**config.mk**
```make
export PLATFORM = sky130hd
export DESIGN_NAME = bufstat_irq_ctrl
export DESIGN_NICKNAME = d
export VERILOG_FILES = /design/src/rtl/bufstat_pkg.sv /design/src/rtl/fill_cell.sv /design/src/rtl/drain_cell.sv /design/src/rtl/status_port.sv /design/src/rtl/irq_ctrl.sv /design/src/rtl/bufstat_irq_ctrl.sv
export SDC_FILE = /design/constraint.sdc
export NUM_CORES = 1
export LEC_CHECK = 0
export ABC_AREA = 0
export BUFFER_PORTS_ARGS = -buffer_cell sky130_fd_sc_hd__buf_2
export CAP_MARGIN = 20
export CORE_MARGIN = 3
export CORE_UTILIZATION = 55
export DETAILED_ROUTE_END_ITERATION = 10
export PLACE_DENSITY = 0.79
export SYNTH_ARGS = -nofsm -noshare
export SYNTH_HDL_FRONTEND = slang
export SYNTH_SLANG_ARGS = --single-unit
```
**constraint.sdc**
```tcl
create_clock -name clk -period 2 [get_ports clk]
set_clock_uncertainty 0.15 [all_clocks]
set_input_delay 0.1 -clock clk [delete_from_list [all_inputs] [get_ports clk]]
set_output_delay 0.1 -clock clk [all_outputs]
set_load 0.02 [all_outputs]
```
**src/rtl/bufstat_pkg.sv**
```systemverilog
package bufstat_pkg;

    typedef enum logic [1:0] {
        ST_EMPTY = 2'b00,
        ST_ADDR  = 2'b01,
        ST_DATA  = 2'b10,
        ST_FULL  = 2'b11
    } buf_st_e;

    typedef enum logic [1:0] {
        CMD_STATUS = 2'b00,
        CMD_SEND   = 2'b01,
        CMD_RECV   = 2'b10,
        CMD_MGMT   = 2'b11
    } host_cmd_e;

    localparam int CMD_LSB   = 3;
    localparam int FIELD_W   = 4;

endpackage

```
**src/rtl/fill_cell.sv**
```systemverilog
module fill_cell
    import bufstat_pkg::*;
(
    input  logic       clk,
    input  logic       rst_n,
    input  logic       evt_hit,
    input  logic [1:0] evt_kind,
    input  logic       accept,
    output buf_st_e    state
);

    typedef struct packed {
        buf_st_e st;
        logic    seen_low;
    } fill_reg_t;

    fill_reg_t r_d, r_q;

    always_comb begin
        r_d = r_q;
        if (evt_hit) begin
            r_d.st       = buf_st_e'(evt_kind);
            r_d.seen_low = 1'b0;
        end else if (r_q.st == ST_FULL) begin
            if (!accept) begin
                r_d.seen_low = 1'b1;
            end else if (r_q.seen_low) begin
                r_d.st       = ST_EMPTY;
                r_d.seen_low = 1'b0;
            end
        end
    end

    always_ff @(posedge clk) begin
        if (!rst_n) begin
            r_q <= '{st: ST_EMPTY, seen_low: 1'b0};
        end else begin
            r_q <= r_d;
        end
    end

    assign state = r_q.st;

    // the event kind lands in the state one cycle later
    a_r4_evt_sets_state: assert property (@(posedge clk) disable iff (!rst_n)
        evt_hit |=> (state == buf_st_e'($past(evt_kind))));

    // FULL with no low accept seen stays FULL
    a_r5_full_held: assert property (@(posedge clk) disable iff (!rst_n)
        (state == ST_FULL && !r_q.seen_low && accept && !evt_hit) |=> (state == ST_FULL));

endmodule

```
**src/rtl/drain_cell.sv**
```systemverilog
module drain_cell
    import bufstat_pkg::*;
(
    input  logic       clk,
    input  logic       rst_n,
    input  logic       evt_hit,
    input  logic [1:0] evt_kind,
    input  logic       valid,
    output buf_st_e    state,
    output logic       irq_req
);

    typedef struct packed {
        buf_st_e st;
        logic    valid_q;
    } drain_reg_t;

    drain_reg_t r_d, r_q;
    logic       rise;

    always_comb begin
        rise        = valid && !r_q.valid_q;
        r_d         = r_q;
        r_d.valid_q = valid;
        if (evt_hit) begin
            r_d.st = buf_st_e'(evt_kind);
        end else if (rise) begin
            r_d.st = ST_FULL;
        end
        irq_req = rise || (evt_hit && (evt_kind == 2'b00));
    end

    always_ff @(posedge clk) begin
        if (!rst_n) begin
            r_q <= '{st: ST_EMPTY, valid_q: 1'b0};
        end else begin
            r_q <= r_d;
        end
    end

    assign state = r_q.st;

    // a valid rise with no competing event gives FULL next cycle
    a_r6_rise_full: assert property (@(posedge clk) disable iff (!rst_n)
        (valid && !r_q.valid_q && !evt_hit) |=> (state == ST_FULL));

    // the drain event kind lands in the state one cycle later
    a_r7_evt_sets_state: assert property (@(posedge clk) disable iff (!rst_n)
        evt_hit |=> (state == buf_st_e'($past(evt_kind))));

endmodule

```
**src/rtl/status_port.sv**
```systemverilog
module status_port
    import bufstat_pkg::*;
#(
    parameter int ADDR_W = 8,
    parameter int WORD_W = 64
) (
    input  logic              clk,
    input  logic              rst_n,
    input  logic              req_rd,
    input  logic [ADDR_W-1:0] req_addr,
    input  logic              cpl_done,
    input  logic [WORD_W-1:0] status_word,
    output logic              cpl_valid,
    output logic [WORD_W-1:0] cpl_data,
    output logic              rd_accept
);

    typedef struct packed {
        logic              v;
        logic [WORD_W-1:0] data;
    } cpl_reg_t;

    cpl_reg_t  c_d, c_q;
    host_cmd_e cmd;
    logic      unused_addr_bits;

    assign cmd = host_cmd_e'(req_addr[CMD_LSB +: 2]);
    assign unused_addr_bits = ^{req_addr[ADDR_W-1:CMD_LSB+2], req_addr[CMD_LSB-1:0]};

    always_comb begin
        rd_accept = req_rd && (cmd == CMD_STATUS) && !c_q.v;
        c_d = c_q;
        if (rd_accept) begin
            c_d.v    = 1'b1;
            c_d.data = status_word;
        end else if (c_q.v && cpl_done) begin
            c_d.v = 1'b0;
        end
    end

    always_ff @(posedge clk) begin
        if (!rst_n) begin
            c_q <= '0;
        end else begin
            c_q <= c_d;
        end
    end

    assign cpl_valid = c_q.v;
    assign cpl_data  = c_q.data;

    // accepted read gives a completion next cycle with the snapshot
    a_r3_cpl_start: assert property (@(posedge clk) disable iff (!rst_n)
        (req_rd && cmd == CMD_STATUS && !cpl_valid) |=> (cpl_valid && cpl_data == $past(status_word)));

    // completion holds until done is seen
    a_r3_cpl_hold: assert property (@(posedge clk) disable iff (!rst_n)
        (cpl_valid && !cpl_done) |=> (cpl_valid && $stable(cpl_data)));

    // completion drops after done
    a_r3_cpl_drop: assert property (@(posedge clk) disable iff (!rst_n)
        (cpl_valid && cpl_done) |=> !cpl_valid);

    // non-status commands do not start a completion
    a_r1_no_cpl_other_cmd: assert property (@(posedge clk) disable iff (!rst_n)
        (!cpl_valid && !(req_rd && cmd == CMD_STATUS)) |=> !cpl_valid);

endmodule

```
**src/rtl/irq_ctrl.sv**
```systemverilog
module irq_ctrl #(
    parameter int NUM_REQ = 16
) (
    input  logic               clk,
    input  logic               rst_n,
    input  logic [NUM_REQ-1:0] req_vec,
    input  logic               clr_ready,
    input  logic               clr_read,
    output logic               irq
);

    typedef struct packed {
        logic pend;
    } irq_reg_t;

    irq_reg_t i_d, i_q;
    logic     any_req;

    always_comb begin
        any_req  = |req_vec;
        i_d      = i_q;
        i_d.pend = any_req || (i_q.pend && !(clr_ready || clr_read));
    end

    always_ff @(posedge clk) begin
        if (!rst_n) begin
            i_q <= '0;
        end else begin
            i_q <= i_d;
        end
    end

    assign irq = i_q.pend;

    // any request leaves irq high next cycle, even alongside a clear
    a_r8_req_sets: assert property (@(posedge clk) disable iff (!rst_n)
        (|req_vec) |=> irq);

    // a clear with no request drops irq
    a_r8_clear: assert property (@(posedge clk) disable iff (!rst_n)
        (irq && (clr_ready || clr_read) && !(|req_vec)) |=> !irq);

    // irq never rises without a request
    a_r8_no_spurious: assert property (@(posedge clk) disable iff (!rst_n)
        (!irq && !(|req_vec)) |=> !irq);

endmodule

```
**src/rtl/bufstat_irq_ctrl.sv**
```systemverilog
module bufstat_irq_ctrl
    import bufstat_pkg::*;
#(
    parameter  int NUM_BUF = 16,
    parameter  int ADDR_W  = 8,
    localparam int IDX_W   = $clog2(NUM_BUF),
    localparam int WORD_W  = NUM_BUF * FIELD_W
) (
    input  logic               clk,
    input  logic               rst_n,
    input  logic               req_rd,
    input  logic [ADDR_W-1:0]  req_addr,
    input  logic               cpl_done,
    output logic               cpl_valid,
    output logic [WORD_W-1:0]  cpl_data,
    input  logic               fill_evt_vld,
    input  logic [1:0]         fill_evt_kind,
    input  logic [IDX_W-1:0]   fill_evt_buf,
    input  logic [NUM_BUF-1:0] buf_accept,
    input  logic               drain_evt_vld,
    input  logic [1:0]         drain_evt_kind,
    input  logic [IDX_W-1:0]   drain_evt_buf,
    input  logic [NUM_BUF-1:0] buf_valid,
    input  logic               irq_ready,
    output logic               irq
);

    logic [WORD_W-1:0]  status_word;
    logic [NUM_BUF-1:0] drain_req;
    logic               rd_accept;

    for (genvar g = 0; g < NUM_BUF; g++) begin : g_buf
        buf_st_e fill_st;
        buf_st_e drain_st;

        fill_cell u_fill (
            .clk      (clk),
            .rst_n    (rst_n),
            .evt_hit  (fill_evt_vld && (fill_evt_buf == IDX_W'(g))),
            .evt_kind (fill_evt_kind),
            .accept   (buf_accept[g]),
            .state    (fill_st)
        );

        drain_cell u_drain (
            .clk      (clk),
            .rst_n    (rst_n),
            .evt_hit  (drain_evt_vld && (drain_evt_buf == IDX_W'(g))),
            .evt_kind (drain_evt_kind),
            .valid    (buf_valid[g]),
            .state    (drain_st),
            .irq_req  (drain_req[g])
        );

        assign status_word[g*FIELD_W +: 2]     = fill_st;
        assign status_word[g*FIELD_W + 2 +: 2] = drain_st;
    end

    status_port #(
        .ADDR_W (ADDR_W),
        .WORD_W (WORD_W)
    ) u_status (
        .clk         (clk),
        .rst_n       (rst_n),
        .req_rd      (req_rd),
        .req_addr    (req_addr),
        .cpl_done    (cpl_done),
        .status_word (status_word),
        .cpl_valid   (cpl_valid),
        .cpl_data    (cpl_data),
        .rd_accept   (rd_accept)
    );

    irq_ctrl #(
        .NUM_REQ (NUM_BUF)
    ) u_irq (
        .clk       (clk),
        .rst_n     (rst_n),
        .req_vec   (drain_req),
        .clr_ready (irq_ready),
        .clr_read  (rd_accept),
        .irq       (irq)
    );

    // first cycle after reset is idle
    a_r9_reset_idle: assert property (@(posedge clk)
        $rose(rst_n) |-> (!irq && !cpl_valid));

endmodule

```
==> results.ini <==
[worst_hold_path]
worstHoldStart=drain_evt_buf[2]
holdPathStages=4
hold_path_class=primary input to register
whs_endpoint=g_buf[4].u_drain.state[0]

[final_layout]
syn2layout_area_growth_pct=27.72
fin_nets=987
layout-drive-gt1-share_pct=17.22
final_cells=1084
antenna_cells=0
final_cell_mix=180 x nand2_1, 162 x dfxtp_1, 117 x buf_2, 96 x a21boi_0, 61 x nand3_1
final_common_cell=nand2_1
fillCellCount=849

[timing]
rsz0062_at_grt=no
tightestPinTransition_ns=0.6399
slew_headroom_pct=57.01
setup_viol=0
max_freq_mhz=530.6
drv_slew=0
final_hold_viol_count=0
final.setup.tns_ns=0
fin_crit_ns=1.885
whs_ns=0.01626
timing.final.crit_share_pct=94.23

[clock_network]
cts_root_buffer=clkbuf_16
clk_latency_ns=0.43
htreeDepth=4
cts_num_sinks=162
cts_inserted_buffers=17
clk_pin_slew_ns=0.06
cts_tree=done
cts_max_path_buffers=2

[synth]
synth.mux.area_fraction_pct=1.507
avgSynthCellArea_um2=8.584
yosysTopAreaCellShare_pct=48.81
synth_edf_count=0
synth_top_cell_by_area=dfxtp_1
syn_inst=774
synth_cell_type_count=35
syn_area_um2=6644
synthAdderAreaFrac_pct=0
synth_top_family_by_area=simple AND/OR/NAND/NOR gates
ys_ff_latch=162
synth-simple-area-share_pct=29.00
synthTopCellsByArea=dfxtp_1 49%, a21boi_0 11%, nand2_1 10%, nand3_1 4.6%, o211a_1 2.4%
async_flop_share_pct=0
post_synth_xor_area_fraction_pct=0
syn-num-nets=833
yosys_most_used_dff=dfxtp_1
synth-seq-area-share_pct=48.81
yosys_warnings=0
synth_compound_area_share_pct=17.46

[worst_setup_path]
path_cells=dlygate4sd3_1, buf_2, nor3_1, nand3_1, dlygate4sd3_1, o211a_1
criticalPathCategory=primary input to register
crit_path_max_fanout=8
r2r_cells=5
r2r_start=u_status.cpl_valid
critPathRequiredTime_ns=2.17
reg2reg_setup_slack_ns=0.27
crit_path_frequent_cell=dlygate4sd3_1
slowest_stage=dlygate4sd3_1
cp.arrival_ns=2.05
cp-start-kind=primary input
crit_path_end_kind=register
cpPeakStageDelay_ns=0.62
path_buf_inv=3
rr_endpoint=u_status.cpl_data[17]
critPathTopFamily=buffers and inverters

[route]
firstDrtPassIters=5
wl_per_cell_um=15.89
postRouteAntennaNets=0
first_iter_violations=416
viasPerCell=5.639
vias=6113
drc_errors=0
routed_wl_um=17220

[run]
cap_violations=0

[floorplanning]
die_w_um=115.9
rows=39
fp.dieArea_um2=13430
die-height_um=115.9
start_util_pct=57.21
coreArea_um2=11610
ios=125

[grt]
grt_overflow=0
grt_pass1_wl_um=27460
grt_max_degree=66
grt_pass1_vias=5825
grt_antenna_before_repair=0
grt_usage_pct=25.89

[power_and_ir_drop]
powerDensity_nw_per_um2=861.5
p_leak_uw=0.003445
power_uw=7311
peakVddDrop_v=0.0005389

[place]
dp_hpwl_um=11060
place_inst=998
gp_congestion=0.8682
io_buffer_count=118

[outcome]
status=finished, final reports clean

flip-flops by register name, summed over array words and instances, names as in the netlist:
| register | count |
|---|---|
| g_buf.u_fill.r_q | 16 |
| u_irq.irq | 1 |
| g_buf.u_fill.state | 32 |
| g_buf.u_drain.state | 32 |
| u_status.cpl_data | 64 |
| u_status.cpl_valid | 1 |
| g_buf.u_drain.r_q | 16 |
worst max-delay path by stage:
stage	startpoint	end	cells past startpoint	slack, ns
2_1_floorplan	u_status.cpl_valid	u_irq.irq	5	0.31
3_3_place_gp	fill_evt_buf[1]	g_buf[3].u_fill.state[0]	5	0.37
3_5_place_dp	u_status.cpl_valid	u_status.cpl_data[29]	4	0.32
4_1_cts	fill_evt_buf[0]	g_buf[0].u_fill.r_q[0]	5	0.05
5_1_grt	fill_evt_buf[0]	g_buf[6].u_fill.state[1]	6	0.04
6_report	drain_evt_buf[3]	g_buf[4].u_drain.state[1]	6	0.12
routing by layer:
metal | share of wire (%) | vias to the layer above | global-route usage (%) | wire (um)
met1 | 42 | 2847 | 32.64 | 7291
met4 | 2.1 | 0 | 9.745 | 359
met5 | 0 | - | 0 | 0
met2 | 47 | 256 | 42.23 | 8159
met3 | 8.2 | 38 | 7.467 | 1413
li1 | - | 2972 | - | -
worst reg2reg max path, stage by stage, from the launching register on:
cell	delay, ns
dfxtp_1	0.31
buf_4	0.14
nor4b_2	0.36
buf_12	0.33
nand2_1	0.13
a21boi_0	0.21
report_power, final:
group	internal, uW	switching (uW)
registers	3330	51.0
clock network	2080	1260
logic	267	324
total	5680	1630
synthesized netlist by cell type (2+ instances only):
cell type  number
a31oi_1        16
and3_1          9
or4_1           2
a21oi_1        16
buf_6           2
nor3_1          9
mux2i_1        10
and2_1         17
nand3b_1       19
a21boi_0       96
o211ai_1        2
nor2_1         33
nand4_1         6
nor2b_1        25
clkbuf_1       29
inv_1           2
nand2_1       180
and3b_1         3
dfxtp_1       162
nand2b_1       21
or3_1           7
nor4_1          2
buf_2          14
o311a_1         6
o211a_1        16
nand3_1        61
layout make-up:
type	instances	area, um^2	area share (%)
sequential	162	3243	38.22
multi-input combinational	564	3199	37.70
timing repair buffer	181	1242	14.64
clock buffer	22	484.2	5.706
tap	143	178.9	2.109
clock inverter	10	130.1	1.533
inverter	2	7.507	0.08847
repair_timing:
action / 4_1_cts / 5_1_grt
gates resized for setup: 0 / 2
hold buffers: 54 / 0
setup buffers: 0 / 0
setup endpoints to repair: 0 / 2
endpoints found under the hold margin: 101 / 0
per-stage QoR:
stage / setup slack [ns] / utilization (%) / area [um^2]
after floorplan: 0.3112 / - / 6644
after global placement: 0.3688 / 63.04 / 7321
after detailed placement: 0.3243 / 63.04 / 7321
after CTS: 0.05129 / 72.98 / 8476
after global routing: 0.03561 / 73.07 / 8486
final: 0.1154 / 73.07 / 8486
logic make-up after synthesis:
family,after synthesis
compound gates,155
mux,10
flops,162
simple gates,399
buf+inv,48
Note: power is estimated with default switching activity, not from simulation.
